--- src/rtl/ntc_pkg.sv ---
package ntc_pkg;
  typedef enum logic {
    PH_FAST = 1'b0,
    PH_SLOW = 1'b1
  } track_phase_t;

  localparam int FACTOR_W    = 9;
  localparam int FACTOR_FULL = 256;
  localparam int FACTOR_HALF = 128;
endpackage

--- src/rtl/ntc_stepper.sv ---
module ntc_stepper #(
  parameter int CODE_W   = 8,
  parameter int FAST_DIV = 16,
  parameter int HALF_DIV = 7
) (
  input  logic              clk,
  input  logic              rst,
  input  logic              half_cycle,
  input  logic              cmp_above,
  output logic [CODE_W-1:0] code,
  output logic              fast
);
  import ntc_pkg::*;

  localparam int FC_W  = (FAST_DIV > 1) ? $clog2(FAST_DIV) : 1;
  localparam int HC_W  = (HALF_DIV > 1) ? $clog2(HALF_DIV) : 1;
  localparam int SC_W  = CODE_W + 1;
  localparam int STEPS = 2 ** CODE_W;
  localparam logic [CODE_W-1:0] CODE_MAX = {CODE_W{1'b1}};

  track_phase_t    phase;
  logic [FC_W-1:0] fast_cnt;
  logic [HC_W-1:0] hc_cnt;
  logic [SC_W-1:0] step_cnt;
  logic            tick;
  logic [CODE_W-1:0] code_n;

  always_comb begin
    if (phase == PH_FAST) tick = (fast_cnt == FC_W'(FAST_DIV - 1));
    else                  tick = half_cycle && (hc_cnt == HC_W'(HALF_DIV - 1));
  end

  always_comb begin
    code_n = code;
    if (tick) begin
      if (cmp_above) code_n = (code == '0) ? code : code - 1'b1;
      else           code_n = (code == CODE_MAX) ? code : code + 1'b1;
    end
  end

  always_ff @(posedge clk) begin
    if (rst) begin
      phase    <= PH_FAST;
      fast_cnt <= '0;
      hc_cnt   <= '0;
      step_cnt <= '0;
      code     <= '0;
    end else begin
      code <= code_n;
      if (phase == PH_FAST) begin
        fast_cnt <= tick ? '0 : fast_cnt + 1'b1;
        if (tick) begin
          step_cnt <= step_cnt + 1'b1;
          if (step_cnt == SC_W'(STEPS - 1)) phase <= PH_SLOW;
        end
      end else if (half_cycle) begin
        hc_cnt <= tick ? '0 : hc_cnt + 1'b1;
      end
    end
  end

  assign fast = (phase == PH_FAST);
endmodule

--- src/rtl/ntc_iir.sv ---
module ntc_iir #(
  parameter int W  = 8,
  parameter int SH = 3
) (
  input  logic         clk,
  input  logic         rst,
  input  logic         en,
  input  logic [W-1:0] din,
  output logic [W-1:0] dout
);
  generate
    if (SH == 0) begin : g_pass
      always_ff @(posedge clk) begin
        if (rst)     dout <= '0;
        else if (en) dout <= din;
      end
    end else begin : g_filt
      localparam int AW = W + SH;
      logic [AW-1:0] acc;
      always_ff @(posedge clk) begin
        if (rst)     acc <= '0;
        else if (en) acc <= acc - (acc >> SH) + AW'(din);
      end
      assign dout = W'(acc >> SH);
    end
  endgenerate
endmodule

--- src/rtl/ntc_guard.sv ---
module ntc_guard #(
  parameter int CODE_W    = 8,
  parameter int CODE_WARN = 128,
  parameter int CODE_SHUT = 176
) (
  input  logic              clk,
  input  logic              rst,
  input  logic              fast,
  input  logic [CODE_W-1:0] temp,
  output logic              shutdown,
  output logic              stage_en
);
  logic gate_ok;
  logic cool;
  logic hot;
  logic gate_n;
  logic shut_n;

  assign cool   = (temp <  CODE_W'(CODE_WARN));
  assign hot    = (temp >= CODE_W'(CODE_SHUT));
  assign gate_n = gate_ok || (!fast && cool);
  assign shut_n = shutdown ? !cool : hot;

  always_ff @(posedge clk) begin
    if (rst) begin
      gate_ok  <= 1'b0;
      shutdown <= 1'b0;
      stage_en <= 1'b0;
    end else begin
      gate_ok  <= gate_n;
      shutdown <= shut_n;
      stage_en <= gate_n && !shut_n;
    end
  end
endmodule

--- src/rtl/ntc_derate.sv ---
module ntc_derate #(
  parameter int CODE_W         = 8,
  parameter int DIM_W          = 10,
  parameter int CODE_DERATE_LO = 96,
  parameter int CODE_DERATE_HI = 160
) (
  input  logic                          clk,
  input  logic                          rst,
  input  logic [CODE_W-1:0]             slow_temp,
  input  logic [DIM_W-1:0]              dim_in,
  output logic [ntc_pkg::FACTOR_W-1:0]  factor,
  output logic [DIM_W-1:0]              dim_out
);
  import ntc_pkg::*;

  localparam int SPAN = CODE_DERATE_HI - CODE_DERATE_LO;
  localparam int PW   = DIM_W + FACTOR_W;

  logic [31:0]         drop;
  logic [FACTOR_W-1:0] factor_n;
  logic [PW-1:0]       prod;

  always_comb begin
    drop = (32'(slow_temp - CODE_W'(CODE_DERATE_LO)) << 7) / 32'(SPAN);
    if (slow_temp <= CODE_W'(CODE_DERATE_LO))      factor_n = FACTOR_W'(FACTOR_FULL);
    else if (slow_temp >= CODE_W'(CODE_DERATE_HI)) factor_n = FACTOR_W'(FACTOR_HALF);
    else factor_n = FACTOR_W'(32'(FACTOR_FULL) - drop);
  end

  assign prod = PW'(dim_in) * PW'(factor);

  always_ff @(posedge clk) begin
    if (rst) begin
      factor  <= FACTOR_W'(FACTOR_FULL);
      dim_out <= '0;
    end else begin
      factor  <= factor_n;
      dim_out <= DIM_W'(prod >> 8);
    end
  end
endmodule

--- src/rtl/ntc_track.sv ---
module ntc_track #(
  parameter int CODE_W         = 8,
  parameter int DIM_W          = 10,
  parameter int FAST_DIV       = 16,
  parameter int HALF_DIV       = 7,
  parameter int FAST_SHIFT     = 3,
  parameter int SLOW_SHIFT     = 14,
  parameter int CODE_DERATE_LO = 96,
  parameter int CODE_WARN      = 128,
  parameter int CODE_DERATE_HI = 160,
  parameter int CODE_SHUT      = 176
) (
  input  logic                         clk,
  input  logic                         rst,
  input  logic                         half_cycle,
  input  logic                         cmp_above,
  input  logic [DIM_W-1:0]             dim_in,
  output logic [CODE_W-1:0]            dac_code,
  output logic                         track_fast,
  output logic [CODE_W-1:0]            temp_code,
  output logic                         stage_en,
  output logic                         ot_shutdown,
  output logic [ntc_pkg::FACTOR_W-1:0] derate_q8,
  output logic [DIM_W-1:0]             dim_out
);
  logic [CODE_W-1:0] slow_temp;

  ntc_stepper #(.CODE_W(CODE_W), .FAST_DIV(FAST_DIV), .HALF_DIV(HALF_DIV)) u_step (
    .clk(clk), .rst(rst), .half_cycle(half_cycle), .cmp_above(cmp_above),
    .code(dac_code), .fast(track_fast)
  );

  ntc_iir #(.W(CODE_W), .SH(FAST_SHIFT)) u_fast_lpf (
    .clk(clk), .rst(rst), .en(1'b1), .din(dac_code), .dout(temp_code)
  );

  ntc_iir #(.W(CODE_W), .SH(SLOW_SHIFT)) u_slow_lpf (
    .clk(clk), .rst(rst), .en(half_cycle), .din(temp_code), .dout(slow_temp)
  );

  ntc_guard #(.CODE_W(CODE_W), .CODE_WARN(CODE_WARN), .CODE_SHUT(CODE_SHUT)) u_guard (
    .clk(clk), .rst(rst), .fast(track_fast), .temp(temp_code),
    .shutdown(ot_shutdown), .stage_en(stage_en)
  );

  ntc_derate #(.CODE_W(CODE_W), .DIM_W(DIM_W),
               .CODE_DERATE_LO(CODE_DERATE_LO), .CODE_DERATE_HI(CODE_DERATE_HI)) u_derate (
    .clk(clk), .rst(rst), .slow_temp(slow_temp), .dim_in(dim_in),
    .factor(derate_q8), .dim_out(dim_out)
  );
endmodule

--- config.mk ---
export PLATFORM = sky130hd
export DESIGN_NAME = ntc_track
export DESIGN_NICKNAME = d
export VERILOG_FILES = /design/src/rtl/ntc_pkg.sv /design/src/rtl/ntc_stepper.sv /design/src/rtl/ntc_iir.sv /design/src/rtl/ntc_guard.sv /design/src/rtl/ntc_derate.sv /design/src/rtl/ntc_track.sv
export SDC_FILE = /design/constraint.sdc
export NUM_CORES = 1
export LEC_CHECK = 0
export BUFFER_PORTS_ARGS = -buffer_cell sky130_fd_sc_hd__buf_2
export CAP_MARGIN = 20
export CORE_ASPECT_RATIO = 0.75
export CORE_MARGIN = 2
export CORE_UTILIZATION = 45
export CTS_BUF_LIST = sky130_fd_sc_hd__clkbuf_4
export CTS_CLUSTER_SIZE = 12
export DETAILED_ROUTE_END_ITERATION = 10
export GPL_TIMING_DRIVEN = 0
export PLACE_DENSITY = 0.59
export SKIP_LAST_GASP = 1
export SYNTH_ARGS = -nofsm -noshare
export SYNTH_HDL_FRONTEND = slang
export SYNTH_SLANG_ARGS = --single-unit
--- constraint.sdc ---
create_clock -name clk -period 4.9 [get_ports clk]
set_input_delay 0.49 -clock clk [delete_from_list [all_inputs] [get_ports clk]]
set_output_delay 0.49 -clock clk [all_outputs]
set_load 0.02 [all_outputs]
[Word level (Yosys, flattened, before mapping)]
Index checks and enable logic that the tools add are counted.
Word-level totals
  bits in registers: 80
  input port bits: 14
  output and inout port bits: 38
  word-level logic and storage cells: 59
Cells by class
  add/subtract/negate cells: 11
  multiply operators: 1
  order comparisons: 4
  equality and inequality tests: 6
  muxes and demuxes: 11
  bitwise gates (word level): 1
  reductions and logical operators: 12
Operator list (count)
  8-bit 2-to-1 mux: 3
  22-bit by 8-bit adder with 22-bit output: 1
  22-bit by 8-bit subtractor with 22-bit output: 1
  10-bit by 9-bit multiplier with 18-bit output: 1
  8-bit greater-or-equal comparator (second input constant): 2
  11-bit by 8-bit adder with 11-bit output: 1
  11-bit by 8-bit subtractor with 11-bit output: 1
  9-bit by 1-bit adder with 9-bit output (second input constant): 1
  9-bit by 8-bit == test with 1-bit output (second input constant): 1
  9-bit 2-to-1 mux: 1
  9-bit subtractor (first input constant): 1
  8-bit by 1-bit adder with 8-bit output (second input constant): 1
  8-bit == test (second input constant): 1
  8-bit by 7-bit <= comparator with 1-bit output (second input constant): 1
  8-bit zero test: 1
  8-bit less-than comparator (second input constant): 1
  8-bit by 1-bit subtractor with 8-bit output (second input constant): 1
  8-bit by 7-bit subtractor with 8-bit output (second input constant): 1
  1-bit 2-to-1 mux: 5
  4-bit by 1-bit adder with 4-bit output (second input constant): 1
  4-bit == test (second input constant): 1
  4-bit 2-to-1 mux: 1
  2-bit inequality test (second input constant): 2
  2-bit AND reduction: 2
  other kinds (10): 13

[Depth between registers and ports, before layout]
Gate-level depths: netlist of run 1.
  depth after elaboration: 5
  depth in mapped cells: 17
  mapped depth without buffers: 17

[Cells and area by module]
A second synthesis of run 1 with hierarchy kept.
Second synthesis, totals
  cells, all modules: 984
  area total of the unflattened synthesis: 8280.4 um2
Modules (own cells, without submodules)
  ntc_derate: times used 1, cells each 360, area each 3195.6 um2, seq. area each 360.3 um2
  ntc_iir (u_slow_lpf): times used 1, cells each 297, area each 2272.2 um2, seq. area each 440.4 um2
  ntc_stepper: times used 1, cells each 168, area each 1495.2 um2, seq. area each 500.5 um2
  ntc_iir (u_fast_lpf): times used 1, cells each 150, area each 1208.7 um2, seq. area each 220.2 um2
  ntc_guard: times used 1, cells each 8, area each 105.1 um2, seq. area each 60.1 um2
  ntc_track: times used 1, cells each 1, area each 3.8 um2, seq. area each 0.0 um2

[Worst setup path before layout of run 1]
Ideal clock, no wire load.
  path type: flip-flop to flip-flop
  start: reg u_derate.factor[8] in the netlist's numbering
  end: reg u_derate.dim_out[7]
  setup time: 121 ps
  arrival: 4515 ps
  data required time: 4779 ps
  path slack: 264 ps
  cell stages (with the launch flop): 18
  buffers on the path: 1
  period minus slack after synthesis: 4636 ps
  path through: dfxtp_1 > clkbuf_1 > nand2_1 > fa_1 > fa_1 > inv_1 > fa_1 > inv_1 > fa_1 > inv_1 > ha_1 > nand2_1 > inv_1 > a211oi_2 > a221oi_2 > a21oi_1 > a21oi_1 > mux2_2
Between the ends
  word-level cells in the longest chain between the ends: 1
RTL lines
  start, declared: RTL line ntc_derate.sv:11  | output logic [ntc_pkg::FACTOR_W-1:0] factor,
  start signal, assigned: RTL line ntc_derate.sv:34  | factor <= FACTOR_W'(FACTOR_FULL);
  start signal, assigned: RTL line ntc_derate.sv:37  | factor <= factor_n;
  10-bit by 9-bit multiplier with 18-bit output: RTL line ntc_derate.sv:30  | assign prod = PW'(dim_in) * PW'(factor);
  end signal, assigned: RTL line ntc_derate.sv:38  | dim_out <= DIM_W'(prod >> 8);
  end, declared: RTL line ntc_derate.sv:12  | output logic [DIM_W-1:0] dim_out
Every way passes these cells.
A chain may end at the register's enable or synchronous reset.

[Final worst setup path of run 1]
Ends and elaborated chain as after synthesis.

==> results.toml, run 1 <==
[layout]
syn2layout_area_growth_pct = 8.80
drive_above_1_share_pct = 10.5
fin_nets = 1126
diodes = 0

[placed_design]
gp_congestion = 0.836
post-place-ws_ns = -0.262
hpwl_um = 13300
portBuffers = 50

[sta]
setup_violations = 0
fin_crit_sh_pct = 94.8
finalWorstSetupSlack_ns = 0.255
hold_viol = 0
tightest_slew_ns = 0.772
grt_setup_unrepaired = "false"
clock.fmax_mhz = 215
skew_ns = 0.0261
timing.final.max_slew_violations = 0
fin_crit_ns = 4.64
slew-limit-headroom_pct = 48.5

[yosys]
synth_fa_ha_area_share_pct = 32.0
synth-edff-count = 0
synth_ff_type = "dfxtp_1"
synth_top_cell_area_share_pct = 20.8
ys_types = 64
ys_ff_latch = 79
syn_inst = 894
async_flop_share_pct = 0
synthesis.area_um2 = 7620
synth-compound-area-share_pct = 12.5
synth_nets = 1065
yosysSeqAreaShare_pct = 20.8
yosys_warnings = 0
synth_top_family_by_area = "adder cells"
synth.area.top_cells = "dfxtp_1 (21%), fa_1 (17%), ha_1 (15%)"
synth_most_common_cell = "inv_1"
synth_xor_area_share_pct = 5.06
postSynthAreaPerCell_um2 = 8.52
muxShareOfSynthArea_pct = 2.04
yosys.area_share.simple_pct = 18.2
synthTopCellsByCount = "inv_1 (153), ha_1 (94), nor2_1 (80)"
yosys.area.top_type = "dfxtp_1"

[global_routing]
grt_pass1_vias = 5278
antenna_found_initial = 0
grt_pass1_wl_um = 27600
grt_start_max_net_pins = 14
grt_usage_pct = 19.4
grt_overflow = 0

[clocking]
cts_tree = "done"
clockRootBuffer = "clkbuf_4"
path_clk_slew_ns = 0.12
htree_levels = 3
clock_latency_ns = 0.47
cts_buffers = 9
clock_sinks = 79
cts.path.max_buffers = 2

[floorplan]
boundaryPins = 52
coreArea_um2 = 16700
initial_core_util_pct = 45.7
fp.dieArea_um2 = 18000
die_w_um = 154
fp.dieH_um = 117
rows = 41

[critical_path]
crit_path_max_fanout = 11
path_depth = 16
crit_type = "flip-flop to flip-flop"
crit_required_ns = 5.25
crit_chain = "nand2_1 > fa_1 > fa_1 > inv_1 > fa_1 > inv_1 > fa_1 > inv_1 > ha_1 > nand2_1 > inv_1 > a211oi_2 > a221oi_4 > a21oi_1 > a21oi_1 > mux2_2"
cpPeakStageDelay_ns = 0.55
r2r_cells = 16
cpMaxStageDelayCell = "fa_1"
crit_start = "u_derate.factor[8]"
critical_path.endpoint = "u_derate.dim_out[7]"
regToRegEndpoint = "u_derate.dim_out[7]"
path_delay_family = "adder cells"
crit_buf_inv = 4
r2r-start = "u_derate.factor[8]"
cp.arrival_ns = 4.99
r2r_slack_ns = 0.26
endpoint_kind = "flip-flop"
start_kind = "flip-flop"

[min_path]
hold_class = "input port to flip-flop"

[power_and_ir_drop]
peakVddDrop_v = 0.000298
power_leakage_nw = 4.08
power_density_nw_per_um2 = 586
p_total_mw = 4.86

[flow_run]
max_cap_violations = 0

[drt]
dr.pass1.iters = 5
dr.first_iter.drc_count = 264
wl_um = 16700
routed_via_density = 4.95
avgRoutedWirePerCell_um = 14.2
vias = 5810
drc_errors = 0
ant_nets = 0

[outcome]
status = "finished, final reports clean"
-- power by group --
part	switching [mW]	total [mW]	internal, mW
registers	0.167	0.972	0.806
clock network	0.241	0.391	0.151
logic	1.97	3.50	1.53
-- kinds of logic (layout without fill, tap and decap cells) --
logic type,Yosys count,in the layout
and+or+nand+nor,276,276
DFF,79,79
adders and majority gates,157,157
buffers and inverters,181,246
muxes,15,15
other,1,1
xor gates and xnor gates,44,44
AOI/OAI and AO/OA,141,141
-- worst reg2reg max path, delay by kind of cell, from the launching register on --
kind	cells	cell delay, ns
fa+ha+maj	5	2.45
compound gates	4	0.86
flops	1	0.47
mux	1	0.35
buf+inv	4	0.22
simple gates	2	0.18
-- layout by cell type (no fill, tap or decap), types with 3 or more instances in the layout --
| master | count |
|---|---|
| a211oi_1 | 11 |
| a21o_1 | 12 |
| a21oi_1 | 49 |
| a31oi_1 | 8 |
| and2_1 | 61 |
| and3_1 | 7 |
| buf_1 | 3 |
| buf_2 | 52 |
| buf_4 | 11 |
| clkbuf_1 | 12 |
| clkbuf_4 | 9 |
| dfxtp_1 | 74 |
| dfxtp_2 | 5 |
| fa_1 | 63 |
| ha_1 | 94 |
| inv_1 | 153 |
| mux2_2 | 3 |
| mux2i_1 | 11 |
| nand2_1 | 49 |
| nand2b_1 | 8 |
| nand3_1 | 11 |
| nand4_1 | 9 |
| nor2_1 | 80 |
| nor2b_1 | 14 |
| nor3_1 | 16 |
| o21ai_0 | 22 |
| o21ai_1 | 3 |
| o21bai_1 | 4 |
| o31ai_1 | 3 |
| or2_2 | 3 |
| or3_1 | 8 |
| xnor2_1 | 26 |
| xor2_1 | 18 |
-- area by class of cell --
cell class	count	area, um2
inverters	153	574
plain buffers	27	141
clock buffers	9	67.6
clock inverters	6	62.6
flip-flops and latches	79	1590
well taps	215	269
repair buffers	51	258
fillers	1648	8380
multi-input cells	634	5330
-- worst min-delay path by stage --
stage	startpoint	to	slack [ns]	cells past startpoint
2_1_floorplan	u_guard.gate_ok	u_guard.gate_ok	0.44	2
3_3_place_gp	u_guard.gate_ok	u_guard.gate_ok	0.46	2
3_5_place_dp	u_guard.gate_ok	u_guard.gate_ok	0.46	2
4_1_cts	rst	u_slow_lpf.g_filt.acc[13]	0.33	4
5_1_grt	rst	u_slow_lpf.g_filt.acc[10]	0.36	4
6_report	rst	u_slow_lpf.g_filt.acc[13]	0.37	4
-- metrics by stage --
| step | util (%) | TNS [ns] | cells | hold WS, ns | cell area [um2] |
|---|---|---|---|---|---|
| 2_1_floorplan | - | 0 | 894 | 0.437 | 7620 |
| 3_3_place_gp | 48.8 | -0.252 | 1159 | 0.459 | 8140 |
| 3_5_place_dp | 48.8 | -0.262 | 1159 | 0.462 | 8140 |
| 4_1_cts | 49.6 | 0 | 1173 | 0.327 | 8280 |
| 5_1_grt | 49.7 | 0 | 1174 | 0.358 | 8290 |
| 6_report | 49.7 | 0 | 1174 | 0.370 | 8290 |
-- registers in the layout, summed over array words and instances, names as in the netlist, 3 cells and up --
signal                 flops
u_step.fast_cnt            4
u_fast_lpf.g_filt.acc     11
u_step.hc_cnt              3
u_step.code                8
u_derate.dim_out          10
u_derate.factor            8
u_step.step_cnt            9
u_slow_lpf.g_filt.acc     22
-- timing repair --
action / in CTS / in global routing
resized for setup: 1 / 5
setup buffers: 0 / 1
endpoints found under the setup margin: 1 / 1
hold buffers: 0 / 0
hold endpoints to repair: 0 / 0
pin swaps: 0 / 1
gates cloned: 0 / 0
-- metal layers --
metal / track usage (%) / wire length (um) / vias up
met5: 0 / 0 / -
met4: 2.59 / 76 / 0
met3: 4.16 / 539 / 4
met2: 28.9 / 6960 / 66
met1: 29.6 / 9140 / 2703
li1: - / - / 3037
Note: power is estimated with default switching activity, not from simulation.
==> inputs of run 2 (changes only) <==
Settings changed: CORE_UTILIZATION 45 to 60, MAX_ROUTING_LAYER set to met4, PLACE_DENSITY 0.59 to 0.76.
==> run 2 against run 1 <==
Die area is 24% lower; total power up 2.1%; combinational power up 1%; final cell count is 4.1% lower; non-clock buffer count is the same; design area decreased by 0.44%; count of clock-buffer cells in the layout unchanged.
==> results.toml, run 2 (synthesis gave the netlist of run 1 again) <==
[global_routing]
grt_overflow = 0
grt_pass1_wl_um = 28300
grt_start_max_net_pins = 14
antenna_found_initial = 0
grt_usage_pct = 26.6
grt_pass1_vias = 5899

[layout]
regArea_um2 = 1590
top_register = "u_slow_lpf.g_filt.acc"
final_common_cell = "inv_1"
drive_above_1_share_pct = 10.5
layout.cells.non_filler = 1126
diodes = 0
final_cell_mix = "inv_1 (153), ha_1 (94), nor2_1 (80)"
fin_nets = 1126
multi_input_comb_area_um2 = 5330
post-route-util_pct = 66.8
top_regs = "u_slow_lpf.g_filt.acc: 22 flops, u_fast_lpf.g_filt.acc: 11 flops, u_derate.dim_out: 10 flops"
fillCellCount = 1063
syn2layout_area_growth_pct = 8.33
largest_reg_flops = 22

[power_and_ir_drop]
power_density_nw_per_um2 = 601
peakVddDrop_v = 0.000399
power_leakage_nw = 4.09

[critical_path]
r2r_cells = 16
start_kind = "flip-flop"
endpoint_kind = "flip-flop"
crit_required_ns = 5.23
cp.arrival_ns = 4.98
r2r-start = "u_derate.factor[8]"
r2r_slack_ns = 0.25
crit_type = "flip-flop to flip-flop"
regToRegEndpoint = "u_derate.dim_out[7]"
crit_path_max_fanout = 11

[flow_run]
max_cap_violations = 0

[sta]
fin_crit_ns = 4.65
clock.fmax_mhz = 215
slew-limit-headroom_pct = 50.3
whs_ns = 0.397
hold_viol = 0
setup_violations = 0
grt_setup_unrepaired = "false"
fin_crit_sh_pct = 94.9
skew_ns = 0.0204
tightest_slew_ns = 0.746
timing.final.max_slew_violations = 0
tns_ns = 0

[floorplan]
fp.dieArea_um2 = 13600
boundaryPins = 52
fp.dieH_um = 102
coreArea_um2 = 12300
die_w_um = 134
initial_core_util_pct = 61.7
rows = 35

[min_path]
holdPathStages = 4
hold_class = "input port to flip-flop"
holdPathEnd = "u_slow_lpf.g_filt.acc[13]"
worstHoldStart = "rst"

[clocking]
clock_sinks = 79
htree_levels = 3
cts_tree = "done"
clockRootBuffer = "clkbuf_4"
ctsHoldBuffers = 0
cts_buffers = 9
cts.path.max_buffers = 2
path_clk_slew_ns = 0.13
clock_latency_ns = 0.44

[drt]
wl_um = 16400
avgRoutedWirePerCell_um = 14.5
routed_via_density = 5.33
ant_nets = 0
dr.first_iter.drc_count = 358
dr.pass1.iters = 5
drc_errors = 0
vias = 6004

[placed_design]
dp.cells = 1110
portBuffers = 50
gp_congestion = 0.875
hpwl_um = 13100

[outcome]
status = "finished, final reports clean"
==> run 2: area by class of cell <==
cell class / count / share of cell area, %
inverter: 153 / 6.96
clock inverter: 7 / 1.06
multi-input combinational: 634 / 64.6
buffer: 27 / 1.71
timing repair buffer: 51 / 3.12
sequential: 79 / 19.2
tap: 166 / 2.52
clock buffer: 9 / 0.819
==> run 2: power by group <==
part | switching (mW) | internal (mW)
Combinational | 2.01 | 1.53
Sequential | 0.169 | 0.806
Clock | 0.240 | 0.202
==> run 2: stage by stage <==
stage / setup slack (ns) / total power, mW / area, um2
2_1_floorplan: 0.264 / 3.76 / 7620
3_3_place_gp: -0.163 / 4.37 / 8080
3_5_place_dp: -0.250 / 4.48 / 8080
4_1_cts: 0.0132 / 4.95 / 8240
5_1_grt: 0.00957 / 5.52 / 8250
6_report: 0.248 / 4.96 / 8250
==> run 2: per-layer routing <==
metal	GRT usage [%]	wire [um]
met1	37.8	8430
met2	40.4	7070
met3	4.40	649
met4	5.43	200
met5	-	0
==> run 2: what timing repair did <==
item	in CTS	in global routing
cloned	0	0
endpoints found under the setup margin	1	5
pin swaps	0	1
resized for setup	1	5
endpoints found under the hold margin	0	0
setup buffers	0	1
==> run 2: worst max path at each step <==
stage / cells past startpoint / from / slack (ns) / end
3_3_place_gp: 17 / u_derate.factor[8] / -0.16 / u_derate.dim_out[7]
3_5_place_dp: 17 / u_derate.factor[8] / -0.25 / u_derate.dim_out[7]
2_1_floorplan: 17 / u_derate.factor[8] / 0.26 / u_derate.dim_out[7]
5_1_grt: 16 / u_derate.factor[8] / 0.01 / u_derate.dim_out[7]
4_1_cts: 16 / u_derate.factor[8] / 0.01 / u_derate.dim_out[7]
6_report: 16 / u_derate.factor[8] / 0.25 / u_derate.dim_out[7]
==> run 2: worst max-delay path, cell delays in order (launching register included) <==
cell and delay (ns):
dfxtp_2 0.49, nand2_1 0.13, fa_1 0.55, fa_1 0.55, inv_1 0.06, fa_1 0.52, inv_1 0.05, fa_1 0.52
inv_1 0.04, ha_1 0.31, nand2_1 0.08, inv_1 0.05, a211oi_2 0.40, a221oi_4 0.15, a21oi_1 0.25, a21oi_1 0.10
mux2_2 0.28
==> inputs of run 3 (changes only) <==
Clock period 4.9 ns to 4.6 ns, I/O delays scaled along.
==> run 3 against run 2 <==
Clock power is 3% lower; fmax is 5.3% higher; global-route usage is 0.12 points lower; via count stayed put; total power is 6.2% higher; wire length is 0.23% higher; die area stayed put; sequential power is 7% higher; largest power group unchanged; highest routed layer unchanged.
==> results.toml, run 3 (synthesis gave the netlist of run 1 again) <==
[clocking]
clock_latency_ns = 0.45
clockRootBuffer = "clkbuf_4"
cts_buffers = 9
path_clk_slew_ns = 0.13
cts.path.max_buffers = 2
clock_sinks = 79
htree_levels = 3
cts_tree = "done"

[global_routing]
grt_pass1_wl_um = 28100
grt_start_max_net_pins = 14
met1_usage_pct = 37.8
grt_pass1_vias = 5787
grt_overflow = 0
antenna_found_initial = 0
grt_usage_pct = 26.5
use_met2_pct = 40.8
grt_util_met3_pct = 4.05
grt_busiest_layer = "met2"

[critical_path]
r2r-start = "u_derate.factor[8]"
r2r_slack_ns = 0.18
crit_required_ns = 4.92
endpoint_kind = "flip-flop"
r2r_cells = 16
cp.arrival_ns = 4.74
start_kind = "flip-flop"
crit_type = "flip-flop to flip-flop"
crit_path_max_fanout = 10
regToRegEndpoint = "u_derate.dim_out[9]"

[power_and_ir_drop]
peakVddDrop_v = 0.000408
power_density_nw_per_um2 = 630
power_leakage_nw = 4.11
p_total_mw = 5.27

[outcome]
status = "finished, final reports clean"

[min_path]
worstHoldStart = "rst"
hold_class = "input port to flip-flop"
holdPathStages = 4
holdPathEnd = "u_slow_lpf.g_filt.acc[13]"

[layout]
final_common_cell = "inv_1"
diodes = 0
regArea_um2 = 1600
post-route-util_pct = 67.7
largest_reg_flops = 22
final_cell_mix = "inv_1 (151), ha_1 (91), nor2_1 (80)"
top_regs = "u_slow_lpf.g_filt.acc: 22 flops, u_fast_lpf.g_filt.acc: 11 flops, u_derate.dim_out: 10 flops"
syn2layout_area_growth_pct = 9.74
drive_above_1_share_pct = 12.3
multi_input_comb_area_um2 = 5390
fin_nets = 1132
layout.cells.non_filler = 1132
stdcell_area_um2 = 8360
top_register = "u_slow_lpf.g_filt.acc"
fillCellCount = 1033

[drt]
ant_nets = 0
routed_via_density = 5.30
drc_errors = 0
vias = 6004
dr.first_iter.drc_count = 285
wl_um = 16400
avgRoutedWirePerCell_um = 14.5
dr.pass1.iters = 5

[sta]
grt_setup_unrepaired = "false"
fin_crit_ns = 4.42
clock.fmax_mhz = 226
slew-limit-headroom_pct = 47.2
tightest_slew_ns = 0.792
hold_viol = 0
timing.final.max_slew_violations = 0
setup_violations = 0
tns_ns = 0
finalWorstSetupSlack_ns = 0.181
fin_crit_sh_pct = 96.1
skew_ns = 0.0124
whs_ns = 0.352

[floorplan]
rows = 35
fp.dieArea_um2 = 13600
boundaryPins = 52
coreArea_um2 = 12300
fp.dieH_um = 102
initial_core_util_pct = 61.7
die_w_um = 134

[placed_design]
portBuffers = 50
post-place-ws_ns = -0.336
gp_congestion = 0.863
dp.cells = 1110
hpwl_um = 13000
placed_cell_area_um2 = 8080

[flow_run]
max_cap_violations = 0
==> run 3: cell count changes in the layout (fill, tap and decap cells not counted), sizes merged <==
cell,delta
buf,+5
clkbuf,+2
bufinv,-1
clkinv,-1
clkinvlp,+1
==> run 3: per-layer routing <==
metal  routed length [um]  share of wire [%]
met1                 8410                 51
met2                 7140                 44
met3                  689                4.2
met4                  146               0.89
met5                    0                  0
==> run 3: critical path, stage by stage (launching register included) <==
cell and delay, ns:
dfxtp_2 0.35, clkbuf_8 0.16, and2_1 0.16, fa_1 0.57
fa_1 0.45, fa_1 0.55, inv_1 0.06, fa_1 0.53
inv_1 0.04, ha_2 0.32, a21o_1 0.24, a41oi_2 0.19
o21ai_1 0.12, a21o_1 0.20, a31oi_2 0.15, xnor2_1 0.14
nor2_1 0.07
==> run 3: worst max-delay path by stage <==
stage / start / endpoint
3_5_place_dp: dim_in[0] / u_derate.dim_out[7]
4_1_cts: u_derate.factor[5] / u_derate.dim_out[7]
5_1_grt: u_derate.factor[8] / u_derate.dim_out[7]
3_3_place_gp: dim_in[0] / u_derate.dim_out[7]
6_report: u_derate.factor[8] / u_derate.dim_out[9]
2_1_floorplan: u_derate.factor[8] / u_derate.dim_out[7]
==> run 3: final cells by class <==
type                            count  area share, %
Buffer                             28           1.86
Inverter                          153           6.87
Clock buffer                       10          0.898
Tap cell                          166           2.48
Timing Repair Buffer               56           3.58
Multi-Input combinational cell    634           64.5
Clock inverter                      6          0.733
Sequential cell                    79           19.1
==> run 3: power breakdown <==
group,total [mW],internal (mW),switching (mW)
clock network,0.428,0.169,0.259
logic,3.80,1.66,2.14
registers,1.04,0.860,0.178
==> run 3: timing repair <==
action	4_1_cts	5_1_grt
pin swaps	1	7
gates resized for setup	6	20
endpoints found under the setup margin	5	7
hold endpoints to repair	0	0
buffers inserted	1	5
hold buffers	0	0
